### src/rtl/eprog_pkg.sv
package eprog_pkg;
  typedef enum logic [3:0] {
    ST_IDLE  = 4'd0,
    ST_SET_P = 4'd1,
    ST_LOAD  = 4'd2,
    ST_PULSE = 4'd3,
    ST_VRFY  = 4'd4,
    ST_SET_V = 4'd5,
    ST_FREAD = 4'd6,
    ST_DONE  = 4'd7,
    ST_FAIL  = 4'd8
  } eprog_st_e;

  typedef struct packed {
    logic ce_n;
    logic oe_n;
    logic drive;
    logic vpp_hi;
    logic vcc_hi;
    logic busy;
    logic done;
    logic fail;
  } eprog_pins_t;
endpackage

### src/rtl/eprog_timer.sv
module eprog_timer #(
  parameter int CW = 8
) (
  input  logic          clk_i,
  input  logic          rst_ni,
  input  logic          load_i,
  input  logic [CW-1:0] val_i,
  output logic          last_o
);
  logic [CW-1:0] cnt_q;

  always_ff @(posedge clk_i or negedge rst_ni) begin
    if (!rst_ni)               cnt_q <= '0;
    else if (load_i)           cnt_q <= val_i;
    else if (cnt_q != '0)      cnt_q <= cnt_q - 1'b1;
  end

  assign last_o = (cnt_q == '0);
endmodule

### src/rtl/eprog_seq.sv
module eprog_seq
  import eprog_pkg::*;
#(
  parameter int AW         = 19,
  parameter int DW         = 8,
  parameter int PULSE_CYC  = 5000,
  parameter int READ_CYC   = 4,
  parameter int SETTLE_CYC = 500,
  parameter int MAX_PULSES = 25,
  parameter int CW         = 13
) (
  input  logic          clk_i,
  input  logic          rst_ni,
  input  logic          start_i,
  input  logic [DW-1:0] img_data_i,
  input  logic [DW-1:0] dev_data_i,
  input  logic          t_last_i,
  output eprog_st_e     st_o,
  output logic [AW-1:0] addr_o,
  output logic [DW-1:0] tgt_o,
  output logic [AW-1:0] fail_addr_o,
  output logic          t_load_o,
  output logic [CW-1:0] t_val_o
);
  localparam int PCW = $clog2(MAX_PULSES + 1);
  localparam logic [DW-1:0] ERASED = {DW{1'b1}};

  eprog_st_e      st_q, st_d;
  logic [AW-1:0]  addr_q;
  logic [DW-1:0]  tgt_q;
  logic [PCW-1:0] pcnt_q;
  logic [AW-1:0]  faddr_q;
  logic           adv, zero_addr, at_last, idle_like;

  assign at_last   = (addr_q == {AW{1'b1}});
  assign idle_like = (st_q == ST_IDLE) || (st_q == ST_DONE) || (st_q == ST_FAIL);

  always_comb begin
    st_d      = st_q;
    adv       = 1'b0;
    zero_addr = 1'b0;
    unique case (st_q)
      ST_IDLE, ST_DONE, ST_FAIL: if (start_i) st_d = ST_SET_P;
      ST_SET_P: if (t_last_i) st_d = ST_LOAD;
      ST_LOAD: begin
        if (img_data_i == ERASED) begin
          if (at_last) begin st_d = ST_SET_V; zero_addr = 1'b1; end
          else adv = 1'b1;
        end else begin
          st_d = ST_PULSE;
        end
      end
      ST_PULSE: if (t_last_i) st_d = ST_VRFY;
      ST_VRFY: if (t_last_i) begin
        if (dev_data_i == tgt_q) begin
          if (at_last) begin st_d = ST_SET_V; zero_addr = 1'b1; end
          else begin st_d = ST_LOAD; adv = 1'b1; end
        end else if (pcnt_q == PCW'(MAX_PULSES)) begin
          st_d = ST_FAIL;
        end else begin
          st_d = ST_PULSE;
        end
      end
      ST_SET_V: if (t_last_i) st_d = ST_FREAD;
      ST_FREAD: if (t_last_i) begin
        if (dev_data_i != img_data_i) st_d = ST_FAIL;
        else if (at_last)             st_d = ST_DONE;
        else                          adv  = 1'b1;
      end
      default: st_d = ST_IDLE;
    endcase
  end

  always_comb begin
    unique case (st_d)
      ST_SET_P, ST_SET_V: t_val_o = CW'(SETTLE_CYC - 1);
      ST_PULSE:           t_val_o = CW'(PULSE_CYC - 1);
      ST_VRFY, ST_FREAD:  t_val_o = CW'(READ_CYC - 1);
      default:            t_val_o = '0;
    endcase
  end
  assign t_load_o = (st_d != st_q) || adv;

  always_ff @(posedge clk_i or negedge rst_ni) begin
    if (!rst_ni) begin
      st_q    <= ST_IDLE;
      addr_q  <= '0;
      tgt_q   <= '0;
      pcnt_q  <= '0;
      faddr_q <= '0;
    end else begin
      st_q <= st_d;
      if (idle_like && start_i) begin
        addr_q  <= '0;
        faddr_q <= '0;
      end else if (zero_addr) begin
        addr_q <= '0;
      end else if (adv) begin
        addr_q <= addr_q + 1'b1;
      end
      if (st_q == ST_LOAD) begin
        tgt_q  <= img_data_i;
        pcnt_q <= '0;
      end else if (st_q == ST_PULSE && t_last_i) begin
        pcnt_q <= pcnt_q + 1'b1;
      end
      if (st_d == ST_FAIL && st_q != ST_FAIL) faddr_q <= addr_q;
    end
  end

  assign st_o        = st_q;
  assign addr_o      = addr_q;
  assign tgt_o       = tgt_q;
  assign fail_addr_o = faddr_q;
endmodule

### src/rtl/eprog_pins.sv
module eprog_pins
  import eprog_pkg::*;
(
  input  eprog_st_e   st_i,
  output eprog_pins_t pins_o
);
  always_comb begin
    pins_o = '{ce_n: 1'b1, oe_n: 1'b1, drive: 1'b0, vpp_hi: 1'b0,
               vcc_hi: 1'b0, busy: 1'b1, done: 1'b0, fail: 1'b0};
    unique case (st_i)
      ST_IDLE:  pins_o.busy = 1'b0;
      ST_DONE:  begin pins_o.busy = 1'b0; pins_o.done = 1'b1; end
      ST_FAIL:  begin pins_o.busy = 1'b0; pins_o.fail = 1'b1; end
      ST_SET_P, ST_LOAD: begin pins_o.vpp_hi = 1'b1; pins_o.vcc_hi = 1'b1; end
      ST_PULSE: begin
        pins_o.vpp_hi = 1'b1; pins_o.vcc_hi = 1'b1;
        pins_o.ce_n   = 1'b0; pins_o.drive  = 1'b1;
      end
      ST_VRFY: begin
        pins_o.vpp_hi = 1'b1; pins_o.vcc_hi = 1'b1;
        pins_o.oe_n   = 1'b0;
      end
      ST_SET_V: ;
      ST_FREAD: begin pins_o.ce_n = 1'b0; pins_o.oe_n = 1'b0; end
      default:  pins_o.busy = 1'b0;
    endcase
  end
endmodule

### src/rtl/eprog_top.sv
module eprog_top
  import eprog_pkg::*;
#(
  parameter int AW         = 19,
  parameter int DW         = 8,
  parameter int PULSE_CYC  = 5000,
  parameter int READ_CYC   = 4,
  parameter int SETTLE_CYC = 500,
  parameter int MAX_PULSES = 25
) (
  input  logic          clk_i,
  input  logic          rst_ni,
  input  logic          start_i,
  output logic [AW-1:0] img_addr_o,
  input  logic [DW-1:0] img_data_i,
  output logic [AW-1:0] dev_addr_o,
  output logic [DW-1:0] dev_data_o,
  output logic          dev_drive_o,
  input  logic [DW-1:0] dev_data_i,
  output logic          dev_ce_no,
  output logic          dev_oe_no,
  output logic          vpp_hi_o,
  output logic          vcc_hi_o,
  output logic          busy_o,
  output logic          done_o,
  output logic          fail_o,
  output logic [AW-1:0] fail_addr_o
);
  localparam int TMAX1 = (PULSE_CYC > SETTLE_CYC) ? PULSE_CYC : SETTLE_CYC;
  localparam int TMAX  = (TMAX1 > READ_CYC) ? TMAX1 : READ_CYC;
  localparam int CW    = $clog2(TMAX + 1);

  eprog_st_e     st;
  eprog_pins_t   pins;
  logic [AW-1:0] addr;
  logic [DW-1:0] tgt;
  logic          t_load, t_last;
  logic [CW-1:0] t_val;

  eprog_timer #(.CW(CW)) u_timer (
    .clk_i  (clk_i),
    .rst_ni (rst_ni),
    .load_i (t_load),
    .val_i  (t_val),
    .last_o (t_last)
  );

  eprog_seq #(
    .AW(AW), .DW(DW), .PULSE_CYC(PULSE_CYC), .READ_CYC(READ_CYC),
    .SETTLE_CYC(SETTLE_CYC), .MAX_PULSES(MAX_PULSES), .CW(CW)
  ) u_seq (
    .clk_i       (clk_i),
    .rst_ni      (rst_ni),
    .start_i     (start_i),
    .img_data_i  (img_data_i),
    .dev_data_i  (dev_data_i),
    .t_last_i    (t_last),
    .st_o        (st),
    .addr_o      (addr),
    .tgt_o       (tgt),
    .fail_addr_o (fail_addr_o),
    .t_load_o    (t_load),
    .t_val_o     (t_val)
  );

  eprog_pins u_pins (
    .st_i   (st),
    .pins_o (pins)
  );

  assign img_addr_o  = addr;
  assign dev_addr_o  = addr;
  assign dev_data_o  = tgt;
  assign dev_drive_o = pins.drive;
  assign dev_ce_no   = pins.ce_n;
  assign dev_oe_no   = pins.oe_n;
  assign vpp_hi_o    = pins.vpp_hi;
  assign vcc_hi_o    = pins.vcc_hi;
  assign busy_o      = pins.busy;
  assign done_o      = pins.done;
  assign fail_o      = pins.fail;
endmodule

### config.mk
export PLATFORM = sky130hd
export DESIGN_NAME = eprog_top
export DESIGN_NICKNAME = d
export VERILOG_FILES = /design/src/rtl/eprog_pkg.sv /design/src/rtl/eprog_timer.sv /design/src/rtl/eprog_seq.sv /design/src/rtl/eprog_pins.sv /design/src/rtl/eprog_top.sv
export SDC_FILE = /design/constraint.sdc
export NUM_CORES = 1
export LEC_CHECK = 0
export ABC_CLOCK_PERIOD_IN_PS = 3000
export BUFFER_PORTS_ARGS = -buffer_cell sky130_fd_sc_hd__buf_2
export CORE_AREA = 10 10 102 104
export DETAILED_ROUTE_END_ITERATION = 7
export DIE_AREA = 0 0 112 114
export PLACE_DENSITY = 0.88
export RECOVER_POWER = 25
export SETUP_SLACK_MARGIN = 0.02
export SYNTH_ARGS = -nofsm -noshare
export SYNTH_HDL_FRONTEND = slang
export SYNTH_SLANG_ARGS = --single-unit
### constraint.sdc
create_clock -name clk_i -period 3 [get_ports clk_i]
set_clock_uncertainty 0.2 [all_clocks]
set_input_delay 0.6 -clock clk_i [delete_from_list [all_inputs] [get_ports clk_i]]
set_output_delay 0.6 -clock clk_i [all_outputs]
set_load 0.05 [all_outputs]
==> summary.txt, run 1 <==
STA
  – Setup ws final: -0.110 ns
  – Worst hold slack: 0.273 ns
  – Setup violations, final: 12
  – FMAX: 0.322 GHz
  – Worst Tran Pin Value: 1.60 ns
  – Slew Limit Headroom: -6.68%
  – RSZ-0062 raised after global routing: true
  – Post-route clock period utilization: 104%
  – Final worst path period need: 3.11 ns
  – Fin. max-slew vios: 32
  – Fin. Hold Viols: 0

Clocking
  – Clk pin slew, worst setup/hold paths: 0.07 ns
  – Clock sink count: 68
  – Insertion delay of the later-clocked pin in the worst-skew pair: 0.36 ns
  – H-tree Lvls: 3
  – CTS Hold Buffers Added: 0
  – CTS buffer count: 9
  – Maximum root-to-sink buffer count: 2
  – CTS tree: built
  – Root Driver: clkbuf_8

Synth
  – Synth top area share: 42.0%
  – Warnings, synthesis: 0
  – Syn nets: 485
  – Post-synth cell types: 58
  – Flops & latches, synth: 68
  – Sequential fraction of the synthesis area: 42.0%
  – Cell Area, Synth: 0.00405 mm^2
  – Biggest area consumer among synthesized cells: dfrtp_1
  – Synth Instances: 462
  – Synthesized area per cell: 8.77 um^2
  – EDFF count, synth: 0
  – Top_reg_cell synth: dfrtp_1
  – Async SR Flop Fraction: 100%
  – Synth area leaders: dfrtp_1, nand2_1, xnor2_1

Setup path
  – Worst path top cell family by delay: simple AND/OR/NAND/NOR gates
  – Crit Path Max Fanout: 4
  – Crit-path slowest cell: or4_4
  – Crit path top cell by count: or4_4
  – CP arrival: 3.19 ns
  – Worst path cell trace: or4_4 > or4_4 > a311o_2 > nand4bb_4 > a21oi_4 > buf_4 > nand4_1 > a2bb2oi_2
  – Req. time, crit path: 3.08 ns
  – Setup crit start kind: register
  – Delay of the slowest critical-path stage: 0.58 ns
  – Critical path type: register to register
  – Critical Path Sink Type: register
  – Worst path bufs/invs: 1

Min path
  – Worst min path class: input pin to register

Final layout
  – P&R area growth vs syn: 25.6%
  – Share of layout cells above drive strength 1: 33.2%
  – Final instance area: 0.00509 mm^2
  – Leading cell type in the layout, fill and taps excluded: nand2_1
  – Most frequent cells in the layout: nand2_1, buf_2, dfrtp_1
  – N_diodes: 0
  – Nets: 588
  – Post-route insts no fill: 678

Floorplanning
  – Initial core utilization: 47.9%
  – Die W: 112 um
  – Chip Height: 114 um
  – Core area: 0.00847 mm^2
  – Io pins: 92
  – # rows: 34
  – Die area: 0.0128 mm^2

Outcome
  – Violated checks: max-capacitance violations, max-slew violations, negative setup slack
  – Outcome: finished, violations left

Placement
  – Post-DP HPWL: 8580 um
  – Post-DP Area: 0.00475 mm^2
  – Placed Instances: 658
  – # port buffers: 91
  – Gpl congestion: 1.00

Global routing
  – GRT overflow: 0
  – Initial antenna violation count: 0
  – Vias in the first global route: 3952
  – Largest net degree at the start of global routing: 32
  – Total GRT Usage: 17.8%
  – First-pass GRT wire length: 19000 um

Power
  – Max rail drop VDD: 0.341 mV
  – PD cells: 825 mW/mm^2
  – Static Leak: 0.00241 uW

Route
  – Via count: 3931
  – Initial DRC Count: 218
  – Routed wire length per instance: 17.4 um
  – Via density: 5.80
  – Final WL: 11800 um
  – Final ANT Viol Nets: 0
  – Pre-Repair DR Iteration Count: 7
  – Drc violations: 0

Flow run
  – Maxcap violations: 1
## report_power, final
part / internal [uW] / switching, uW / leakage, uW
Clock: 495 / 376 / 0.000110
Combinational: 844 / 1270 / 0.00141
Sequential: 1070 / 148 / 0.000899
## cell families (layout without fill, tap and decap cells)
logic type | after synthesis | count (layout) | share of synthesized area (%)
AND/OR/NAND/NOR | 216 | 216 | 27.0
AO/OA/AOI/OAI | 75 | 75 | 12.0
flip-flops | 68 | 68 | 42.0
buffers and inverters | 48 | 156 | 6.55
XOR/XNOR | 43 | 43 | 9.29
multiplexers | 8 | 8 | 1.98
adder cells (fa/ha/maj) | 4 | 4 | 1.23
## registers in the layout, summed over array words and instances (netlist names)
| signal | cells |
|---|---|
| u_timer.cnt_q | 13 |
| u_seq.st_o | 4 |
| u_seq.tgt_o | 8 |
| u_seq.addr_o | 19 |
| u_seq.fail_addr_o | 19 |
| u_seq.pcnt_q | 5 |
## cells in the mapped netlist, drive strengths merged (4+ instances only)
master  instances
or4             4
nor2           31
o21a            4
xor2           17
dfrtp          68
or3             5
a31oi           5
nor4           11
nand2b          9
nand2          93
nand3          11
a21oi           7
o21ai          35
ha              4
inv             7
mux2i           8
nand4          18
clkbuf         17
nor3           14
xnor2          26
buf            24
## routing by layer
| metal | up-vias | GRT usage [%] | part of all wire [%] |
|---|---|---|---|
| li1 | 1792 | - | - |
| met1 | 1916 | 20.8 | 40 |
| met2 | 183 | 29.9 | 49 |
| met3 | 40 | 4.51 | 7.2 |
| met4 | 0 | 9.14 | 3.5 |
| met5 | - | 0 | 0 |
## repair_timing
item,4_1_cts,5_1_grt
gates resized for setup,7,11
setup buffers,1,3
gates cloned,0,0
setup endpoints to repair,13,26
pin swaps,4,3
## final cells by class
| cell class | instances | area, um^2 |
|---|---|---|
| clock inverter | 5 | 85.1 |
| inverter | 7 | 26.3 |
| fill | 695 | 3380 |
| clock buffer | 11 | 141 |
| sequential | 68 | 1710 |
| timing repair buffer | 133 | 779 |
| multi-input combinational | 346 | 2210 |
| tap | 108 | 135 |
## through the flow
step / total power (uW) / util [%] / TNS, ns / worst slack, ns
floorplan: 2260 / - / -0.522 / -0.0804
global placement: 3010 / 56.1 / -0.00796 / -0.00421
detailed placement: 3090 / 56.1 / -0.844 / -0.106
CTS: 4030 / 59.3 / -0.205 / -0.0396
global route: 4400 / 60.1 / -1.24 / -0.141
finish: 4200 / 60.1 / -0.689 / -0.110
## worst reg2reg max path: cells and delay by family, from the launching register on
kind	cells	cell delay, ns
simple gates	4	1.51
compound gates	3	0.77
flops	1	0.40
buf+inv	1	0.15
## path summary, 6_finish.rpt
path / from / endpoint / slack (ns) / depth (start not counted)
min in group asynchronous: rst_ni / u_seq.addr_o[7] / 0.43 / 1
max in group asynchronous: rst_ni / u_seq.st_o[0] / 0.59 / 2
setup reg to reg: u_timer.cnt_q[5] / u_timer.cnt_q[5] / -0.11 / 8
hold / removal: img_data_i[4] / u_seq.tgt_o[4] / 0.27 / 3
setup / recovery: u_timer.cnt_q[5] / u_timer.cnt_q[5] / -0.11 / 8
hold reg to reg: u_seq.tgt_o[1] / u_seq.tgt_o[1] / 0.33 / 2
(Power assumes the default switching activity.)
==> run 2: changes to the inputs <==
--- a/config.mk
+++ b/config.mk
@@ -6,7 +6,7 @@
 export NUM_CORES = 1
 export LEC_CHECK = 0
 export ABC_CLOCK_PERIOD_IN_PS = 3000
-export BUFFER_PORTS_ARGS = -buffer_cell sky130_fd_sc_hd__buf_2
+export BUFFER_PORTS_ARGS = -buffer_cell sky130_fd_sc_hd__clkbuf_2
 export CORE_AREA = 10 10 102 104
 export DETAILED_ROUTE_END_ITERATION = 7
 export DIE_AREA = 0 0 112 114
==> run 2 against run 1 <==
  * The run ends with negative setup slack left
  * Sequential share of layout area grew 0.14 points
  * Core utilization fell by 0.25 points
  * First-iteration DRC count fell by 16%
  * Cell count up 1.0%
  * Register-to-register slack better by 0.04 ns
  * Non-clock buffer count grew 7
  * Global-route usage barely moved
  * Cell area is 0.42% lower
==> summary.txt, run 2 (synthesis gave the netlist of run 1 again) <==
Outcome
  – Outcome: finished, violations left
  – Violated checks: negative setup slack

Placement
  – Placed Instances: 665 (+1.1%)
  – Gpl congestion: 0.918 (-8.4%)
  – Post-DP HPWL: 8610 um (+0.38%)
  – # port buffers: 91 (unchanged)

Route
  – Via count: 3843 (-2.2%)
  – Initial DRC Count: 184 (-16%)
  – Drc violations: 0 (unchanged)
  – Final WL: 11400 um (-3.9%)
  – Pre-Repair DR Iteration Count: 5 (-2)
  – Final ANT Viol Nets: 0 (unchanged)
  – Via density: 5.61 (-3.2%)
  – Routed wire length per instance: 16.6 um (-4.9%)

Global routing
  – Initial antenna violation count: 0 (unchanged)
  – GR peak layer: met2
  – Met1 Resource Use GR: 21.3% (+0.54 points)
  – Grt met3 use: 3.99% (-0.52 points)
  – Vias in the first global route: 3958 (+0.15%)
  – Met2 usage: 30.7% (+0.82 points)
  – Total GRT Usage: 17.9% (+0.046 points)
  – GRT overflow: 0 (unchanged)
  – Largest net degree at the start of global routing: 26 (-19%)
  – First-pass GRT wire length: 19200 um (+1.1%)

Setup path
  – CP arrival: 3.09 ns (-0.10 ns)
  – Critical Path Sink Type: register
  – Setup crit start kind: register
  – Crit Path Max Fanout: 7 (+3)
  – Req. time, crit path: 3.03 ns (-0.05 ns)
  – Critical path type: register to register
  – R2R cell count: 8 (unchanged)

STA
  – Final worst path period need: 3.07 ns (-0.0445 ns)
  – Setup violations, final: 9 (-3)
  – Setup ws final: -0.0653 ns (+0.0445 ns)
  – RSZ-0062 raised after global routing: true
  – Slew Limit Headroom: 11.1% (+18 points)
  – Fin. max-slew vios: 0 (-100%)
  – FMAX: 0.326 GHz (+1.5%)
  – Fin. Hold Viols: 0 (unchanged)
  – Post-route clock period utilization: 102% (-1.5 points)
  – Worst Tran Pin Value: 1.33 ns (-0.267 ns)
  – Worst hold slack: 0.280 ns (+0.00741 ns)

Final layout
  – Share of layout cells above drive strength 1: 33.6% (+0.46 points)
  – Nets: 595 (+1.2%)
  – Post-route insts no fill: 685 (+1.0%)
  – Fillcell total: 699 (+0.58%)
  – N_diodes: 0 (unchanged)
  – Most frequent cells in the layout: nand2_1, clkbuf_2, dfrtp_1
  – Sequential cell area: 0.00171 mm^2 (unchanged)
  – P&R area growth vs syn: 25.0%
  – Multi-input combinational cell area: 0.00219 mm^2 (-0.79%)
  – Leading cell type in the layout, fill and taps excluded: nand2_1

Floorplanning
  – Die W: 112 um (unchanged)
  – Initial core utilization: 47.9% (unchanged)
  – Die area: 0.0128 mm^2 (unchanged)
  – # rows: 34 (unchanged)
  – Core area: 0.00847 mm^2 (unchanged)
  – Chip Height: 114 um (unchanged)
  – Io pins: 92 (unchanged)

Clocking
  – CTS buffer count: 9 (unchanged)
  – CTS tree: built
  – Maximum root-to-sink buffer count: 2 (unchanged)
  – CTS Hold Buffers Added: 0 (unchanged)
  – Clock sink count: 68 (unchanged)
  – H-tree Lvls: 3 (unchanged)
  – Root Driver: clkbuf_8
  – Insertion delay of the later-clocked pin in the worst-skew pair: 0.35 ns (about the same)
  – Clk pin slew, worst setup/hold paths: 0.08 ns (about the same)

Flow run
  – Maxcap violations: 0 (-1)

Power
  – Max rail drop VDD: 0.291 mV (-15%)
  – Static Leak: 0.00237 uW (-1.7%)
  – PD cells: 780 mW/mm^2 (-5.5%)

Min path
  – Worst min path class: input pin to register
  – Hold Path Cell Cnt: 3 (unchanged)
==> run 2: cell count changes in the layout (fill, tap and decap cells not counted), moves of 2 or more <==
cell       change
clkinv_2       +2
buf_2         -90
bufinv_16      -2
buf_4          +7
clkbuf_2      +90
==> run 2: layout make-up <==
type                       instances  share of cell area, %
clock buffer                      10                   2.52
clock inverter                     6                  0.840
inverter                           7                  0.519
multi-input combinational        346                   43.3
sequential                        68                   33.8
tap                              108                   2.67
timing repair buffer             140                   16.4
==> run 2: final timing paths <==
path,startpoint,to,slack (ns)
worst max-delay path,u_timer.cnt_q[5],u_timer.cnt_q[4],-0.07
worst min-delay path,img_data_i[6],u_seq.tgt_o[6],0.28
worst max register to register,u_timer.cnt_q[5],u_timer.cnt_q[4],-0.07
worst min register to register,u_seq.tgt_o[2],u_seq.tgt_o[2],0.33
max in group asynchronous,rst_ni,u_seq.addr_o[5],0.58
min in group asynchronous,rst_ni,u_seq.addr_o[4],0.32
==> run 2: stage by stage <==
stage / total power, uW / utilization [%] / TNS, ns / cell area, um^2 / setup WS, ns
2_1_floorplan: 2260 / - / -0.522 / 4100 / -0.0804
3_3_place_gp: 3050 / 56.8 / -0.178 / 4810 / -0.0286
3_5_place_dp: 3120 / 56.8 / -0.588 / 4810 / -0.0826
4_1_cts: 3850 / 59.2 / -0.275 / 5010 / -0.0388
5_1_grt: 4200 / 59.9 / -1.36 / 5070 / -0.158
6_report: 3950 / 59.9 / -0.479 / 5070 / -0.0653
==> run 2: metal layers <==
| layer | vias to the layer above | part of all wire, % |
|---|---|---|
| li1 | 1812 | - |
| met1 | 1837 | 40 |
| met2 | 166 | 50 |
| met3 | 28 | 6.7 |
| met4 | 0 | 2.7 |
| met5 | - | 0 |
==> run 2: where the power goes <==
group | internal [uW] | total (uW) | switching (uW)
registers | 1070 | 1220 | 154
logic | 836 | 2050 | 1210
clock network | 300 | 675 | 376
==> run 2: worst max-delay path, stage by stage (launching register included) <==
cell and delay [ns]:
dfrtp_1 0.39, or4_4 0.56, or4_4 0.58, a311o_2 0.37, nand4bb_4 0.22, a21oi_4 0.19
nand3_4 0.12, buf_12 0.19, a2bb2oi_2 0.12
==> run 2: timing repair <==
action                                 4_1_cts  5_1_grt
endpoints found under the hold margin        0        0
setup buffers                                2        2
resized for setup                            5       10
pin swaps                                    4        4
setup endpoints to repair                   12       29
